`src/rtl/xcond_pkg.sv`:
```
package xcond_pkg;

    localparam int INSTR_W  = 32;
    localparam int PHASE_W  = 3;
    localparam int DATA_W   = 8;

    localparam int POS_PHASE = 24;
    localparam int POS_CARRY = 21;
    localparam int POS_POL   = 19;
    localparam int POS_DATA  = 18;
    localparam int POS_PHCMP = 17;
    localparam int POS_WAIT  = 16;
    localparam int POS_MASK  = 8;
    localparam int POS_VALUE = 0;

    typedef struct packed {
        logic                carry_en;
        logic                polarity;
        logic                data_en;
        logic                phase_en;
        logic                wait_phase;
        logic [PHASE_W-1:0]  exp_phase;
        logic [DATA_W-1:0]   mask;
        logic [DATA_W-1:0]   value;
    } cond_fields_t;

    typedef struct packed {
        logic taken;
        logic error;
    } cond_result_t;

    typedef enum logic {
        ST_IDLE = 1'b0,
        ST_WAIT = 1'b1
    } eval_state_t;

    function automatic cond_fields_t split_fields(input logic [INSTR_W-1:0] w);
        cond_fields_t f;
        f.carry_en   = w[POS_CARRY];
        f.polarity   = w[POS_POL];
        f.data_en    = w[POS_DATA];
        f.phase_en   = w[POS_PHCMP];
        f.wait_phase = w[POS_WAIT];
        f.exp_phase  = w[POS_PHASE +: PHASE_W];
        f.mask       = w[POS_MASK  +: DATA_W];
        f.value      = w[POS_VALUE +: DATA_W];
        return f;
    endfunction

    function automatic logic apply_polarity(input logic pol, input logic cond);
        return pol ? cond : ~cond;
    endfunction

endpackage

```
`src/rtl/xcond_decode.sv`:
```
module xcond_decode
    import xcond_pkg::*;
(
    input  logic [INSTR_W-1:0] word,
    output cond_fields_t       fields
);
    logic unused_bits;
    assign unused_bits = ^{word[31:27], word[23:22], word[20]};

    always_comb begin
        fields = split_fields(word);
    end
endmodule

```
`src/rtl/xcond_compare.sv`:
```
module xcond_compare
    import xcond_pkg::*;
(
    input  cond_fields_t       fields,
    input  logic               target_mode,
    input  logic               carry_in,
    input  logic [PHASE_W-1:0] phase_lines,
    input  logic               atn_in,
    input  logic [DATA_W-1:0]  first_byte,
    output cond_result_t       result
);
    logic [DATA_W-1:0] bit_ok;
    logic data_hit;
    logic phase_hit;
    logic any_cmp;
    logic all_true;
    logic all_false;

    // masked bitwise equality, one cell per data bit
    for (genvar i = 0; i < DATA_W; i++) begin : g_bit
        assign bit_ok[i] = fields.mask[i] | ~(first_byte[i] ^ fields.value[i]);
    end

    assign data_hit  = &bit_ok;
    assign phase_hit = target_mode ? atn_in : (phase_lines == fields.exp_phase);

    assign any_cmp   = fields.data_en | fields.phase_en;
    assign all_true  = (~fields.data_en | data_hit)  & (~fields.phase_en | phase_hit);
    assign all_false = (~fields.data_en | ~data_hit) & (~fields.phase_en | ~phase_hit);

    always_comb begin
        result = '0;
        if (fields.carry_en) begin
            result.taken = apply_polarity(fields.polarity, carry_in);
            result.error = any_cmp;
        end else if (!any_cmp) begin
            result.taken = fields.polarity;
        end else begin
            result.taken = fields.polarity ? all_true : all_false;
        end
    end
endmodule

```
`src/rtl/xcond_phase_track.sv`:
```
module xcond_phase_track (
    input  logic clk,
    input  logic rst,
    input  logic phase_valid,
    input  logic consume,
    output logic fresh_now,
    output logic fresh_q
);
    assign fresh_now = fresh_q | phase_valid;

    always_ff @(posedge clk) begin
        if (rst) begin
            fresh_q <= 1'b0;
        end else if (consume) begin
            fresh_q <= 1'b0;
        end else if (phase_valid) begin
            fresh_q <= 1'b1;
        end
    end
endmodule

```
`src/rtl/xcond_eval.sv`:
```
module xcond_eval
    import xcond_pkg::*;
(
    input  logic               clk,
    input  logic               rst,
    input  logic               start,
    input  logic [31:0]        instr_word,
    input  logic               target_mode,
    input  logic               carry_in,
    input  logic [2:0]         phase_lines,
    input  logic               atn_in,
    input  logic [7:0]         first_byte,
    input  logic               phase_valid,
    output logic               done,
    output logic               taken,
    output logic               cond_error
);
    eval_state_t   state_q;
    logic [INSTR_W-1:0] held_q;
    logic [INSTR_W-1:0] active_word;
    cond_fields_t  fields;
    cond_result_t  res;
    cond_result_t  res_q;
    logic          done_q;
    logic          fresh_now;
    logic          fresh_q;
    logic          accept;
    logic          evaluate;
    logic          consume;
    logic          busy;

    assign busy        = (state_q == ST_WAIT);
    assign accept      = start && !busy;
    assign active_word = busy ? held_q : instr_word;

    xcond_decode u_dec (
        .word   (active_word),
        .fields (fields)
    );

    xcond_compare u_cmp (
        .fields      (fields),
        .target_mode (target_mode),
        .carry_in    (carry_in),
        .phase_lines (phase_lines),
        .atn_in      (atn_in),
        .first_byte  (first_byte),
        .result      (res)
    );

    assign evaluate = (accept || busy) && (!fields.wait_phase || fresh_now);
    assign consume  = evaluate && fields.wait_phase;

    xcond_phase_track u_trk (
        .clk         (clk),
        .rst         (rst),
        .phase_valid (phase_valid),
        .consume     (consume),
        .fresh_now   (fresh_now),
        .fresh_q     (fresh_q)
    );

    always_ff @(posedge clk) begin
        if (rst) begin
            state_q <= ST_IDLE;
            held_q  <= '0;
            done_q  <= 1'b0;
            res_q   <= '0;
        end else begin
            done_q <= evaluate;
            res_q  <= evaluate ? res : '0;
            if (evaluate) begin
                state_q <= ST_IDLE;
            end else if (accept) begin
                state_q <= ST_WAIT;
                held_q  <= instr_word;
            end
        end
    end

    assign done       = done_q;
    assign taken      = res_q.taken;
    assign cond_error = res_q.error;
endmodule

```
`config.mk`:
```
export PLATFORM = sky130hd
export DESIGN_NAME = xcond_eval
export DESIGN_NICKNAME = d
export VERILOG_FILES = /design/src/rtl/xcond_pkg.sv /design/src/rtl/xcond_decode.sv /design/src/rtl/xcond_compare.sv /design/src/rtl/xcond_phase_track.sv /design/src/rtl/xcond_eval.sv
export SDC_FILE = /design/constraint.sdc
export NUM_CORES = 1
export LEC_CHECK = 0
export ABC_CLOCK_PERIOD_IN_PS = 2200
export BUFFER_PORTS_ARGS = -buffer_cell sky130_fd_sc_hd__buf_4
export CAP_MARGIN = 25
export CORE_MARGIN = 3
export CORE_UTILIZATION = 40
export DETAILED_ROUTE_END_ITERATION = 8
export PLACE_DENSITY = 0.73
export SYNTH_ARGS = -nofsm -noshare
export SYNTH_HDL_FRONTEND = slang
export SYNTH_SLANG_ARGS = --single-unit
```
`constraint.sdc`:
```
create_clock -name clk -period 2.2 [get_ports clk]
set_input_delay 0.11 -clock clk [delete_from_list [all_inputs] [get_ports clk]]
set_output_delay 0.11 -clock clk [all_outputs]
set_load 0.1 [all_outputs]
```
# Word-level counts from Yosys, hierarchy flattened
# Cells that the tools add are included.
dict set report classes {
  mux 6
  n_shift 0
  n_addsub 0
  bitwise 39
  mul 0
  n_reduce_logical 13
  div_mod_pow 0
  order_cmp 0
  eq_ne 1
}
# op count
set ops {}
lappend ops {{$mux W27} 1}
lappend ops {{$not A1 Y1} 15}
lappend ops {{$or A1 B1 Y1} 14}
lappend ops {{$reduce_and A8 Y1} 1}
lappend ops {{$xor A1 B1 Y1} 8}
lappend ops {{$reduce_or A2 Y1} 3}
lappend ops {{$mux W1} 5}
lappend ops {{$eq A3 B3 Y1} 1}
lappend ops {{$logic_and A1 B1 Y1} 3}
lappend ops {{$reduce_or A3 Y1} 1}
lappend ops {{$and A1 B1 Y1} 2}
lappend ops {{$logic_not A1 Y1} 2}
lappend ops {{$logic_or A1 B1 Y1} 2}
lappend ops {{$reduce_and A2 Y1} 1}
dict set report word_totals {
  latch_bits 0
  word_cells 65
  romBits 0
  input_bits 50
  ramBits 0
  ff_bits 32
  output_inout_bits 3
  mem_count 0
}

# Logic depth before layout (Yosys ltp)
dict set report logic_depth {
  word_depth 11
  depth_mapped 7
  depth_no_buf 6
}

# Cells and area by module
# A second synthesis with hierarchy kept.
dict set report unflattened {
  hier_cells 248
  hier_area_um2 2446.1
}
# mod cells_per_inst area_per_inst_um2 seq_area_each_um2 n_inst
set modules_own_cells {}
lappend modules_own_cells {xcond_eval 188 1998.2 720.7 1}
lappend modules_own_cells {xcond_compare 33 234.0 0.0 1}
lappend modules_own_cells {xcond_decode 24 180.2 0.0 1}
lappend modules_own_cells {xcond_phase_track 3 33.8 20.0 1}

# Least setup slack after synthesis
# No wires, ideal clock.
dict set report synth_timing {
  path_kind {flip-flop to flip-flop}
  start {register state_q (netlist: busy)}
  end {register res_q, in the netlist taken}
  synth_period_minus_slack_ns 1.474
  setup_ns 0.127
  setup_slack_ns 0.726
  path_buffers 1
  required_ns 2.073
  path_stages_with_launch 7
  arrival_ns 1.347
  path_cell_list {dfxtp_1 > buf_6 > mux2i_1 > nor4b_1 > mux2i_1 > nand4_1 > o22ai_2}
}
dict set report synth_between {
  elab_chain_cells 11
  elab_cells_between_ends 51
  classes_between {1 x eq/ne; 6 x mux; 36 x bitwise; 8 x reduce/logical}
}
# item line_no
set synth_rtl {}
lappend synth_rtl {{from (decl)} xcond_eval.sv:18} ;# eval_state_t state_q;
lappend synth_rtl {{from (signal assigned)} xcond_eval.sv:65} ;# state_q <= ST_IDLE;
lappend synth_rtl {{from (signal assigned)} xcond_eval.sv:73} ;# state_q <= ST_IDLE;
lappend synth_rtl {{from (signal assigned)} xcond_eval.sv:75} ;# state_q <= ST_WAIT;
lappend synth_rtl {{$mux W27} xcond_eval.sv:34} ;# assign active_word = busy ? held_q : instr_word;
lappend synth_rtl {{$xor A1 B1 Y1} xcond_compare.sv:21} ;# assign bit_ok[i] = fields.mask[i] | ~(first_byte[i] ^ fields.value[i]);
lappend synth_rtl {{$not A1 Y1} xcond_compare.sv:21}
lappend synth_rtl {{$or A1 B1 Y1} xcond_compare.sv:21}
lappend synth_rtl {{$reduce_and A8 Y1} xcond_compare.sv:24} ;# assign data_hit = &bit_ok;
lappend synth_rtl {{$not A1 Y1} xcond_compare.sv:29} ;# assign all_false = (~fields.data_en | ~data_hit) & (~fields.phase_en | ~phase_hit);
lappend synth_rtl {{$or A1 B1 Y1} xcond_compare.sv:29}
lappend synth_rtl {{$and A1 B1 Y1} xcond_compare.sv:29}
lappend synth_rtl {{$mux W1} xcond_compare.sv:39} ;# result.taken = fields.polarity ? all_true : all_false;
lappend synth_rtl {{$mux W1} xcond_compare.sv:36} ;# end else if (!any_cmp) begin
lappend synth_rtl {{$mux W1} xcond_compare.sv:33} ;# if (fields.carry_en) begin
lappend synth_rtl {{to (signal assigned)} xcond_eval.sv:71} ;# res_q <= evaluate ? res : '0;
lappend synth_rtl {{to (decl)} xcond_eval.sv:23} ;# cond_result_t res_q;
# Parallel ways exist; a longest one is shown, timed or not.
# A chain may end at the register's enable or synchronous reset.

# Worst setup path in the final report
# Same ends and word-level chain as after synthesis.

==> metrics <==
area of the die=4890 um2; proportion of synthesized flip-flops having asynchronous set or reset=0%; setup TNS=0 ps; #FFs+latches synth=29; routed length per instance=12.2 um; Worst Hold Margin=80.2 ps; Worst EP arrival=1870 ps; Min-Delay Endpoint=held_q[15]; hold buffer count at CTS=0; number of global-route vias before repair=1,323; GRT Overall Usage=14.7%; classification of the worst-slack hold path=in -> reg; violation count after the first detailed-route iteration=33; Crit Reg-Reg Endpoint=taken; maximum number of pins on one net before global-route repair=28; final setup violating endpoints=0; relative slew slack=68.5%; Achievable Freq=0.586 GHz; Synth Net Count=240; DRC errors left=0; number of fill cells in the layout=368; Reg2Reg Setup Slack=490 ps; actual slew at the worst max-slew pin=459 ps; CTS tree=built; Die Y=69.9 um; count of antenna diodes in the layout=0; global-route wire length before repair=5.75 mm; Setup Buffers After CTS=0; cell taking the most area after synthesis=sky130_fd_sc_hd__dfxtp_1; number of enable flip-flop cells after synthesis=0; I/O pin count=53; number of antenna violations at the first check in global routing=0; Antenna Nets Post-Route=0; Cells after DPL=275; met2 track utilization from global routing=22.6%; Gates resized, CTS repair=0; global placement routability congestion=0.749; estimated wirelength of the detail-placed design=2.51 mm; share of the clock period used by the worst path=77.6%; Max clock buf depth=2; Synth-to-Final Area Change=27.7%; IR Drop Worst-Case VDD=0.000399 V; effective utilization at floorplan=43.1%; GRT Max-Usage Layer=met2; Static Leakage=0.769 nW; total global routing overflow=0; core region area=3800 um2; number of cells on the worst reg-to-reg path=6; share of final-layout standard cells stronger than drive strength 1=35.3%; latest clock arrival within the worst-skew pair=280 ps; area share of the largest cell type after synthesis=35.5%; worst-path maximum fanout=27; cell types occupying the most area after synthesis=sky130_fd_sc_hd__dfxtp_1 36%, sky130_fd_sc_hd__nand2_1 10%, sky130_fd_sc_hd__a21oi_2 9.6%; crit path time final=1710 ps; number of rows created at floorplan=22; Crit. End Element=register; Total Wirelength=3.46 mm; 1st-pass router iterations=4; number of nets in the final layout=284; startpoint of the worst register-to-register path=busy; worst min-delay path startpoint=instr_word[15]; Distinct cells, synth=40; power density over the cells=615 nW/um2; Max Cap Violations=0; global-route met3 utilization=3.60%; sink count of the clock tree=29; required time reported for the critical path endpoint=2370 ps; critical path type=reg -> reg; RSZ-0062 raised after global routing=no; Final Hold Vio Count=0; clock tree root driver cell=sky130_fd_sc_hd__clkbuf_8; hold-critical path depth=3; clock input transition at the sequential cells of the worst setup and hold paths=60 ps; average cell area after synthesis=8.61 um2; count of yosys warnings during synthesis=0; commonest register cell after synthesis=sky130_fd_sc_hd__dfxtp_1; proportion of synthesized chip area in sequential cells=35.5%; Synth Cell Area=1640 um2; count of final max-slew check failures=0; H-tree Lvls=2; routed vias=1,405; met1 routing resource usage after global routing=18.5%; clock buffers created by TritonCTS=5; status=completed; I/O Buffers=44; crit path launch type=register; horizontal extent of the die=69.9 um; clock tree skew after final layout=2.74 ps; filler-free cell count of the finished design=283; vias per std cell=4.96; cell count after synthesis=190
-- flip-flops by register name, summed over array words and instances, names as in the netlist --
name and flops:
busy 1, cond_error 1, held_q 24, done 1
u_trk.fresh_q 1, taken 1
-- critical path, stage by stage, from the launching register on --
cell                      delay, ps
sky130_fd_sc_hd__dfxtp_1        360
sky130_fd_sc_hd__buf_12         200
sky130_fd_sc_hd__mux2i_1        450
sky130_fd_sc_hd__nor4b_1        280
sky130_fd_sc_hd__mux2i_1        110
sky130_fd_sc_hd__nand4_1        110
sky130_fd_sc_hd__o22ai_2         80
-- cell families after synthesis --
kind of cell           Yosys count  share of synthesized area [%]
XOR/XNOR                        20                           10.7
buffers and inverters           14                           5.43
AND/OR/NAND/NOR                 76                           23.2
AO/OA/AOI/OAI                   41                           18.7
multiplexers                    10                           6.50
flip-flops                      29                           35.5
-- layout make-up --
cell class              instances  area (um2)  area share (%)
well taps                      48        60.1            2.88
flip-flops and latches         29         581            27.8
clock buffers                   7        96.3            4.61
inverters                       4        15.0           0.719
clock inverters                 1        5.00           0.240
multi-input cells             147         966            46.3
repair buffers                 47         365            17.5
-- power breakdown --
| group | total, mW | internal, mW | switching [mW] | leakage [nW] |
|---|---|---|---|---|
| sequential | 0.554 | 0.544 | 0.00968 | 0.236 |
| clock | 0.483 | 0.282 | 0.201 | 0.0542 |
| combinational | 0.248 | 0.118 | 0.130 | 0.479 |
| total | 1.29 | 0.945 | 0.341 | 0.769 |
-- layer usage --
layer / part of all wire (%) / vias to the layer above / wire length, um
li1: - / 733 / -
met1: 47 / 629 / 1630
met2: 45 / 36 / 1570
met3: 5.7 / 7 / 196
met4: 1.8 / 0 / 63
met5: 0 / - / 0
-- synth_stat cells, types with 2 or more instances --
master,n
sky130_fd_sc_hd__xor2_1,7
sky130_fd_sc_hd__nand2_1,45
sky130_fd_sc_hd__nor4b_1,2
sky130_fd_sc_hd__nand3b_1,2
sky130_fd_sc_hd__nor2_1,8
sky130_fd_sc_hd__o21ai_0,2
sky130_fd_sc_hd__buf_2,2
sky130_fd_sc_hd__buf_6,3
sky130_fd_sc_hd__a21oi_1,11
sky130_fd_sc_hd__nand2_2,4
sky130_fd_sc_hd__xnor2_1,13
sky130_fd_sc_hd__nor3_1,5
sky130_fd_sc_hd__mux2i_1,8
sky130_fd_sc_hd__inv_1,4
sky130_fd_sc_hd__nand4_1,2
sky130_fd_sc_hd__clkbuf_1,3
sky130_fd_sc_hd__dfxtp_1,29
sky130_fd_sc_hd__a21oi_2,18
-- layout by cell type (no fill, tap or decap), types with 2 or more instances in the layout --
cell type	n
sky130_fd_sc_hd__a21oi_1	11
sky130_fd_sc_hd__a21oi_2	18
sky130_fd_sc_hd__buf_4	46
sky130_fd_sc_hd__clkbuf_8	7
sky130_fd_sc_hd__dfxtp_1	29
sky130_fd_sc_hd__inv_1	4
sky130_fd_sc_hd__mux2i_1	8
sky130_fd_sc_hd__nand2_1	45
sky130_fd_sc_hd__nand2_2	4
sky130_fd_sc_hd__nand3b_1	2
sky130_fd_sc_hd__nand4_1	2
sky130_fd_sc_hd__nor2_1	8
sky130_fd_sc_hd__nor3_1	5
sky130_fd_sc_hd__nor4b_1	2
sky130_fd_sc_hd__o21ai_0	2
sky130_fd_sc_hd__xnor2_1	13
sky130_fd_sc_hd__xor2_1	7
-- stage by stage --
| stage | utilization (%) | power (mW) | worst slack, ps | area, um2 |
|---|---|---|---|---|
| after global placement | 52.3 | 0.813 | 513 | 1990 |
| after CTS | 55.0 | 1.30 | 471 | 2090 |
| after global routing | 55.0 | 1.34 | 290 | 2090 |
| final | 55.0 | 1.29 | 493 | 2090 |
| after floorplan | - | 0.718 | 726 | 1640 |
| after detailed placement | 52.3 | 0.815 | 468 | 1990 |
-- how the worst max path moves through the flow --
stage               startpoint     to  slack, ps  cells after the start
floorplan                 busy  taken        730                      6
global placement          busy  taken        510                      6
detailed placement        busy  taken        470                      6
CTS                       busy  taken        470                      6
global route              busy  taken        290                      6
finish                    busy  taken        490                      6
(Power assumes the default switching activity.)
